<file path="config.mk">
export PLATFORM = sky130hd
export DESIGN_NAME = cpu_dbg_ctrl
export DESIGN_NICKNAME = d
export VERILOG_FILES = /design/src/rtl/dbg_pkg.sv /design/src/rtl/dbg_event_detect.sv /design/src/rtl/dbg_sticky_state.sv /design/src/rtl/dbg_pc_ovr.sv /design/src/rtl/cpu_dbg_ctrl.sv
export SDC_FILE = /design/constraint.sdc
export NUM_CORES = 1
export LEC_CHECK = 0
export BUFFER_PORTS_ARGS = -buffer_cell sky130_fd_sc_hd__buf_2
export CAP_MARGIN = 20
export CORE_ASPECT_RATIO = 0.7
export CORE_MARGIN = 4
export CORE_UTILIZATION = 50
export CTS_CLUSTER_DIAMETER = 150
export CTS_CLUSTER_SIZE = 24
export DETAILED_ROUTE_END_ITERATION = 10
export GPL_TIMING_DRIVEN = 0
export PLACE_DENSITY = 0.88
export SLEW_MARGIN = 30
export SYNTH_ARGS = -nofsm -noshare
export SYNTH_HDL_FRONTEND = slang
export SYNTH_SLANG_ARGS = --single-unit
</file>
<file path="constraint.sdc">
create_clock -name clk -period 5.4 [get_ports clk]
set_clock_uncertainty 0.1 [all_clocks]
set_input_delay 1.08 -clock clk [delete_from_list [all_inputs] [get_ports clk]]
set_output_delay 1.08 -clock clk [all_outputs]
set_load 0.01 [all_outputs]
</file>
<file path="src/rtl/dbg_pkg.sv">
package dbg_pkg;
  localparam int unsigned DW = 32;
  localparam int unsigned OW = 8;
  localparam int unsigned NUM_EV = 10;

  localparam logic [OW-1:0] OFF_MODE  = 8'h00;
  localparam logic [OW-1:0] OFF_STATE = 8'h04;
  localparam logic [OW-1:0] OFF_PC    = 8'h1C;
  localparam logic [OW-1:0] OFF_BP    = 8'h34;

  // state bit positions
  localparam int unsigned B_BP     = 0;
  localparam int unsigned B_HLTI   = 1;
  localparam int unsigned B_BADI   = 2;
  localparam int unsigned B_P0D    = 3;
  localparam int unsigned B_P0I    = 4;
  localparam int unsigned B_BADD   = 5;
  localparam int unsigned B_BADF   = 6;
  localparam int unsigned B_ALIGN  = 7;
  localparam int unsigned B_TMEM   = 8;
  localparam int unsigned B_TREG   = 9;
  localparam int unsigned B_HALTED = 10;
  localparam int unsigned B_STALL  = 14;

  // mode bit positions
  localparam int unsigned M_P0I_EN = 2;
  localparam int unsigned M_P0D_EN = 3;
  localparam int unsigned M_HALT   = 10;

  localparam logic [NUM_EV-1:0] HALT_CAUSES =
    NUM_EV'((1 << B_BP) | (1 << B_HLTI) | (1 << B_BADI) | (1 << B_BADF));

  typedef enum logic [1:0] {SZ_BYTE = 2'd0, SZ_HALF = 2'd1, SZ_WORD = 2'd2, SZ_RSVD = 2'd3} dsize_e;

  function automatic logic misaligned(input logic [1:0] size, input logic [1:0] lo);
    case (size)
      SZ_HALF: misaligned = lo[0];
      SZ_WORD: misaligned = |lo;
      default: misaligned = 1'b0;
    endcase
  endfunction

  function automatic logic below_limit(input logic [DW-1:0] addr, input int unsigned limit);
    below_limit = (addr < DW'(limit));
  endfunction
endpackage

</file>
<file path="src/rtl/dbg_event_detect.sv">
module dbg_event_detect
  import dbg_pkg::*;
#(
  parameter int unsigned PAGE0_BYTES = 256
) (
  input  logic [DW-1:0]     pc,
  input  logic              dec_valid,
  input  logic [DW-1:0]     daddr,
  input  logic              dacc_valid,
  input  logic [1:0]        dsize,
  input  logic              halted,
  input  logic [DW-1:3]     unused_pad,
  input  logic [DW-1:2]     bp_addr,
  input  logic              bp_dis,
  input  logic              p0i_en,
  input  logic              p0d_en,
  input  logic              bad_instr,
  input  logic              bad_fetch,
  input  logic              bad_daccess,
  input  logic              halt_instr,
  input  logic              trap_reg,
  input  logic              trap_mem,
  output logic              bp_hit,
  output logic [NUM_EV-1:0] ev
);
  logic unused_ok;
  assign unused_ok = &unused_pad;

  assign bp_hit = !bp_dis && !halted && dec_valid && (pc == {bp_addr, 2'b00});

  always_comb begin
    ev          = '0;
    ev[B_BP]    = bp_hit;
    ev[B_HLTI]  = halt_instr;
    ev[B_BADI]  = bad_instr;
    ev[B_P0D]   = p0d_en && dacc_valid && below_limit(daddr, PAGE0_BYTES);
    ev[B_P0I]   = p0i_en && dec_valid && below_limit(pc, PAGE0_BYTES);
    ev[B_BADD]  = bad_daccess;
    ev[B_BADF]  = bad_fetch;
    ev[B_ALIGN] = dacc_valid && misaligned(dsize, daddr[1:0]);
    ev[B_TMEM]  = trap_mem;
    ev[B_TREG]  = trap_reg;
  end
endmodule

</file>
<file path="src/rtl/dbg_sticky_state.sv">
module dbg_sticky_state
  import dbg_pkg::*;
(
  input  logic              clk,
  input  logic              rst_n,
  input  logic [NUM_EV-1:0] ev,
  input  logic [NUM_EV-1:0] clr,
  output logic [NUM_EV-1:0] st
);
  for (genvar i = 0; i < NUM_EV; i++) begin : g_bit
    always_ff @(posedge clk) begin
      if (!rst_n)      st[i] <= 1'b0;
      else if (ev[i])  st[i] <= 1'b1;
      else if (clr[i]) st[i] <= 1'b0;
    end
  end
endmodule

</file>
<file path="src/rtl/dbg_pc_ovr.sv">
module dbg_pc_ovr
  import dbg_pkg::*;
(
  input  logic          clk,
  input  logic          rst_n,
  input  logic          wr_acc,
  input  logic [DW-1:0] wdata,
  output logic          pc_load,
  output logic          dec_flush,
  output logic [DW-1:0] pc_value
);
  logic [DW-1:2] pc_q;

  always_ff @(posedge clk) begin
    if (!rst_n) begin
      pc_q      <= '0;
      pc_load   <= 1'b0;
      dec_flush <= 1'b0;
    end else begin
      pc_load   <= wr_acc;
      dec_flush <= wr_acc;
      if (wr_acc) pc_q <= wdata[DW-1:2];
    end
  end

  assign pc_value = {pc_q, 2'b00};
endmodule

</file>
<file path="src/rtl/cpu_dbg_ctrl.sv">
module cpu_dbg_ctrl
  import dbg_pkg::*;
#(
  parameter int unsigned PAGE0_BYTES = 256
) (
  input  logic          clk,
  input  logic          rst_n,
  input  logic [OW-1:0] host_addr,
  input  logic          host_wr,
  input  logic [DW-1:0] host_wdata,
  output logic [DW-1:0] host_rdata,
  input  logic [DW-1:0] core_pc,
  input  logic          core_dec_valid,
  input  logic [DW-1:0] core_daddr,
  input  logic          core_dacc_valid,
  input  logic [1:0]    core_dsize,
  input  logic          core_dstall,
  input  logic          core_bad_instr,
  input  logic          core_bad_fetch,
  input  logic          core_bad_daccess,
  input  logic          core_halt_instr,
  input  logic          trap_reg,
  input  logic          trap_mem,
  output logic          core_halt,
  output logic          core_pc_load,
  output logic [DW-1:0] core_pc_value,
  output logic          core_dec_flush
);
  localparam logic [DW-1:0] MODE_MASK =
    DW'((1 << M_P0I_EN) | (1 << M_P0D_EN) | (1 << M_HALT));

  logic [DW-1:0]     mode_q;
  logic [DW-1:2]     bp_addr_q;
  logic              bp_bit1_q;
  logic              bp_dis_q;
  logic [NUM_EV-1:0] ev;
  logic [NUM_EV-1:0] st;
  logic [NUM_EV-1:0] clr;
  logic              bp_hit;
  logic              mode_halt;
  logic              pc_wr_acc;
  logic              wr_mode, wr_state, wr_bp, wr_pc;

  assign wr_mode   = host_wr && (host_addr == OFF_MODE);
  assign wr_state  = host_wr && (host_addr == OFF_STATE);
  assign wr_bp     = host_wr && (host_addr == OFF_BP);
  assign wr_pc     = host_wr && (host_addr == OFF_PC);
  assign pc_wr_acc = wr_pc && core_halt;
  assign clr       = wr_state ? host_wdata[NUM_EV-1:0] : '0;
  assign mode_halt = mode_q[M_HALT];
  assign core_halt = mode_halt || |(st & HALT_CAUSES);

  always_ff @(posedge clk) begin
    if (!rst_n) begin
      mode_q    <= '0;
      bp_addr_q <= '0;
      bp_bit1_q <= 1'b0;
      bp_dis_q  <= 1'b1;
    end else begin
      if (wr_mode) mode_q <= host_wdata & MODE_MASK;
      if (wr_bp) begin
        bp_addr_q <= host_wdata[DW-1:2];
        bp_bit1_q <= host_wdata[1];
        bp_dis_q  <= host_wdata[0];
      end
    end
  end

  dbg_event_detect #(.PAGE0_BYTES(PAGE0_BYTES)) u_evt (
    .pc          (core_pc),
    .dec_valid   (core_dec_valid),
    .daddr       (core_daddr),
    .dacc_valid  (core_dacc_valid),
    .dsize       (core_dsize),
    .halted      (core_halt),
    .unused_pad  ({(DW-3){1'b1}}),
    .bp_addr     (bp_addr_q),
    .bp_dis      (bp_dis_q),
    .p0i_en      (mode_q[M_P0I_EN]),
    .p0d_en      (mode_q[M_P0D_EN]),
    .bad_instr   (core_bad_instr),
    .bad_fetch   (core_bad_fetch),
    .bad_daccess (core_bad_daccess),
    .halt_instr  (core_halt_instr),
    .trap_reg    (trap_reg),
    .trap_mem    (trap_mem),
    .bp_hit      (bp_hit),
    .ev          (ev)
  );

  dbg_sticky_state u_state (
    .clk   (clk),
    .rst_n (rst_n),
    .ev    (ev),
    .clr   (clr),
    .st    (st)
  );

  dbg_pc_ovr u_pc (
    .clk       (clk),
    .rst_n     (rst_n),
    .wr_acc    (pc_wr_acc),
    .wdata     (host_wdata),
    .pc_load   (core_pc_load),
    .dec_flush (core_dec_flush),
    .pc_value  (core_pc_value)
  );

  always_comb begin
    host_rdata = '0;
    case (host_addr)
      OFF_MODE:  host_rdata = mode_q;
      OFF_STATE: begin
        host_rdata[NUM_EV-1:0] = st;
        host_rdata[B_HALTED]   = mode_halt;
        host_rdata[B_STALL]    = core_dstall;
      end
      OFF_PC:    host_rdata = {core_pc[DW-1:2], 2'b00};
      OFF_BP:    host_rdata = {bp_addr_q, bp_bit1_q, bp_dis_q};
      default:   host_rdata = '0;
    endcase
  end
endmodule

</file>
==> qor.csv <==
stage,metric,value,unit
run_status,status,"finished, final reports clean",
sta,timing.fmax,240,MHz
routing,drc,0,
die,initial_core_util,51.9,%
global_route,grt_pass1_vias,4118,
layout,diodes,0,
sta,relSlewSlack,56.7,%
logic_synthesis,netlist.area_leader.share,39.7,%
worst_setup_path,crit_type,input port to output pin,
sta,layout_worst_path_cycle_share,77.1,%
layout,syn2layout_area_growth,31.8,%
worst_setup_path,ff2ff_path_depth,6,
logic_synthesis,yosys-top-cells-area,"dfxtp_1, nand2_1, a21boi_0, a21boi_1, xor2_1",
clock_network,path_clk_slew,80,ps
die,die_h,81.2,um
logic_synthesis,synth_top_area_cell,dfxtp_1,
logic_synthesis,synth_most_common_cell,nand2_1,
power,switchingPower,0.287,mW
logic_synthesis,synth.distinct_cells,37,
clock_network,cts.root.buffer_cell,clkbuf_8,
power,p_seq_share,48.7,%
routing,wirelength,13.6,mm
clock_network,cts_tree,built,
sta,setup_viol,0,
routing,drt_iter0_drc,281,
logic_synthesis,async_reset_ff_share,0,%
global_route,globalRoute.totalOverflow,0,
place,place_area,4830,um2
worst_setup_path,r2r-start,u_state.st[0]$_SDFFE_PN0P_,
power,p_clk_share,41.8,%
worst_setup_path,rrSetupSlack,3420,ps
routing,final_antenna_net_count,0,
die,rows,26,
logic_synthesis,synthesis.area,3830,um2
sta,hold_viol,0,
worst_setup_path,r2r-end,u_pc.pc_q[6]$_SDFFE_PN0P_,
worst_setup_path,crit_path_start_kind,input port,
global_route,grt_usage,29.5,%
clock_network,cts_hold_buf,0,
die,pin_count,185,
worst_setup_path,critPathMaxFanout,10,
worst_setup_path,required,4220,ps
routing,firstDrtPassIters,5,
global_route,grt_pass1_wl,20.8,mm
worst_setup_path,end_kind,output pin,
layout,drive_gt1_share,32.2,%
die,core,7380,um2
hold_path,holdPathEnd,u_pc.pc_q[19]$_SDFFE_PN0P_,
layout,fin_area,5050,um2
clock_network,cts.sinks,76,
routing,avgViaCountPerCell,5.57,
power,power_density,231,nW/um2
place,dp_worst_setup_slack,1260,ps
sta,layout_min_cycle_time,4160,ps
die,dieArea,9150,um2
sta,setup_ws,1240,ps
sta,hold_slack,352,ps
clock_network,htree_levels,3,
logic_synthesis,ys_warn_count,0,
clock_network,clkLatencyLatePin,350,ps
clock_network,cts_resized,0,
die,die_w,113,um
clock_network,cts_buffer_depth,2,
hold_path,min_path_cells,2,
global_route,grt_max_degree,14,
logic_synthesis,seq_area_frac_synth,39.7,%
worst_setup_path,crit_path_start,host_addr[1],
routing,vias,4201,
job,max_cap_viol_count,0,
logic_synthesis,synth_top_cells_by_count,"nand2_1, dfxtp_1, a21boi_0, a21boi_1, xor2_1",
clock_network,postCtsSetupBuffers,0,
hold_path,min_from,u_pc.pc_q[19]$_SDFFE_PN0P_,
place,portBuffers,175,
sta,tns,0,ps
sta,rsz0062_at_grt,false,
power,p_int,0.877,mW
logic_synthesis,synth_seq_cells,76,
logic_synthesis,synth_area_per_cell,8.26,um2
place,dp_hpwl,10.5,mm
hold_path,hold_class,flop to flop,
clock_network,cts-buffers-inserted,9,
sta,tightest_slew,649,ps
place,place_congestion,0.923,
logic_synthesis,synth_edf_count,0,
power,peakVddDrop,125,uV
routing,avgRoutedWirePerCell,18.0,um
logic_synthesis,ys.flop_type,dfxtp_1,
power,combPwrFrac,9.5,%
layout,final_nets,771,
power,leakage,2.30,nW
power,swShare,24.7,%
logic_synthesis,synth_cells,464,
worst_setup_path,worstPathArrival,2980,ps
global_route,antenna_found_initial,0,
sta,report.final.slew_viol_count,0,
-- layout make-up --
type	instances	area, um2
flip-flops and latches	76	1520
clock buffers	10	128
clock inverters	6	88.8
repair buffers	175	876
fillers	627	2330
well taps	98	123
plain buffers	32	166
multi-input cells	352	2130
inverters	5	18.8
-- critical path, stage by stage --
cell	delay, ps
buf_2	110
nor4_2	320
nand3_1	160
nor3b_2	360
clkbuf_1	550
a22o_1	260
buf_2	140
-- cells by family after synthesis --
logic type,count (synthesis),share of synthesized area (%)
flip-flops,76,39.7
AO/OA/AOI/OAI,115,23.1
XOR/XNOR,30,6.86
adder cells (fa/ha/maj),2,0.653
AND/OR/NAND/NOR,198,23.4
multiplexers,5,1.31
other,1,0.0979
buffers and inverters,37,4.83
-- cell usage in the layout, fill, tap and decap left out, drive strengths merged --
| master | Yosys | layout |
|---|---|---|
| nor3 | 2 | 2 |
| o21a | 8 | 8 |
| and2 | 2 | 2 |
| or2 | 1 | 1 |
| ha | 2 | 2 |
| o21ai | 3 | 3 |
| nor3b | 2 | 2 |
| or3 | 2 | 2 |
| a21boi | 70 | 70 |
| nor2 | 6 | 6 |
| clkinvlp | 0 | 2 |
| buf | 16 | 191 |
| nor4 | 18 | 18 |
| xor2 | 28 | 28 |
| nand2b | 2 | 2 |
| clkbuf | 16 | 26 |
| a22o | 22 | 22 |
| a21oi | 1 | 1 |
| dfxtp | 76 | 76 |
| bufinv | 0 | 2 |
| nor2b | 3 | 3 |
| xnor2 | 2 | 2 |
| a22oi | 9 | 9 |
| inv | 5 | 5 |
| nand4 | 6 | 6 |
| conb | 1 | 2 |
| nand2 | 141 | 141 |
| clkinv | 0 | 2 |
| nand3 | 6 | 6 |
| mux2i | 5 | 5 |
| nor4b | 3 | 3 |
| or3b | 1 | 1 |
| a31o | 1 | 1 |
| or4 | 3 | 3 |
| a222oi | 1 | 1 |
-- flip-flops by register name, indices dropped and copies added, names as in the netlist --
register / flops
bp_addr_q: 30
u_pc.pc_q: 30
u_state.st: 10
mode_q: 3
bp_bit1_q: 1
bp_dis_q: 1
u_pc.pc_load: 1
-- worst max-delay path by stage --
stage / depth (start not counted) / end / slack, ps
2_1_floorplan: 5 / host_rdata[0] / 1940
4_1_cts: 7 / host_rdata[17] / 1250
5_1_grt: 7 / host_rdata[17] / 1110
6_report: 7 / host_rdata[17] / 1240
3_5_place_dp: 7 / host_rdata[17] / 1260
3_3_place_gp: 7 / host_rdata[17] / 1300
-- power groups by stage --
stage               sequential, mW  clock (mW)  combinational [mW]
floorplan                    0.579           0              0.0367
global placement             0.580           0               0.106
detailed placement           0.580           0               0.108
CTS                          0.567       0.486               0.108
global route                 0.568       0.512               0.118
finish                       0.567       0.487               0.110
-- layer usage --
| layer | vias to the layer above | wire length [um] | GRT usage, % | part of all wire, % |
|---|---|---|---|---|
| li1 | 1970 | - | - | - |
| met4 | 0 | 204 | 7.32 | 1.5 |
| met2 | 219 | 6100 | 48.3 | 45 |
| met3 | 22 | 1440 | 9.53 | 11 |
| met5 | - | 0 | 0 | 0 |
| met1 | 1990 | 5820 | 37.9 | 43 |
-- through the flow --
step	util [%]	cells	total power [mW]
after floorplan	-	465	0.616
after global placement	65.5	738	0.685
after detailed placement	65.5	738	0.688
after CTS	68.4	754	1.16
after global routing	68.4	754	1.20
final	68.4	754	1.16
Note: power is estimated with default switching activity, not from simulation.
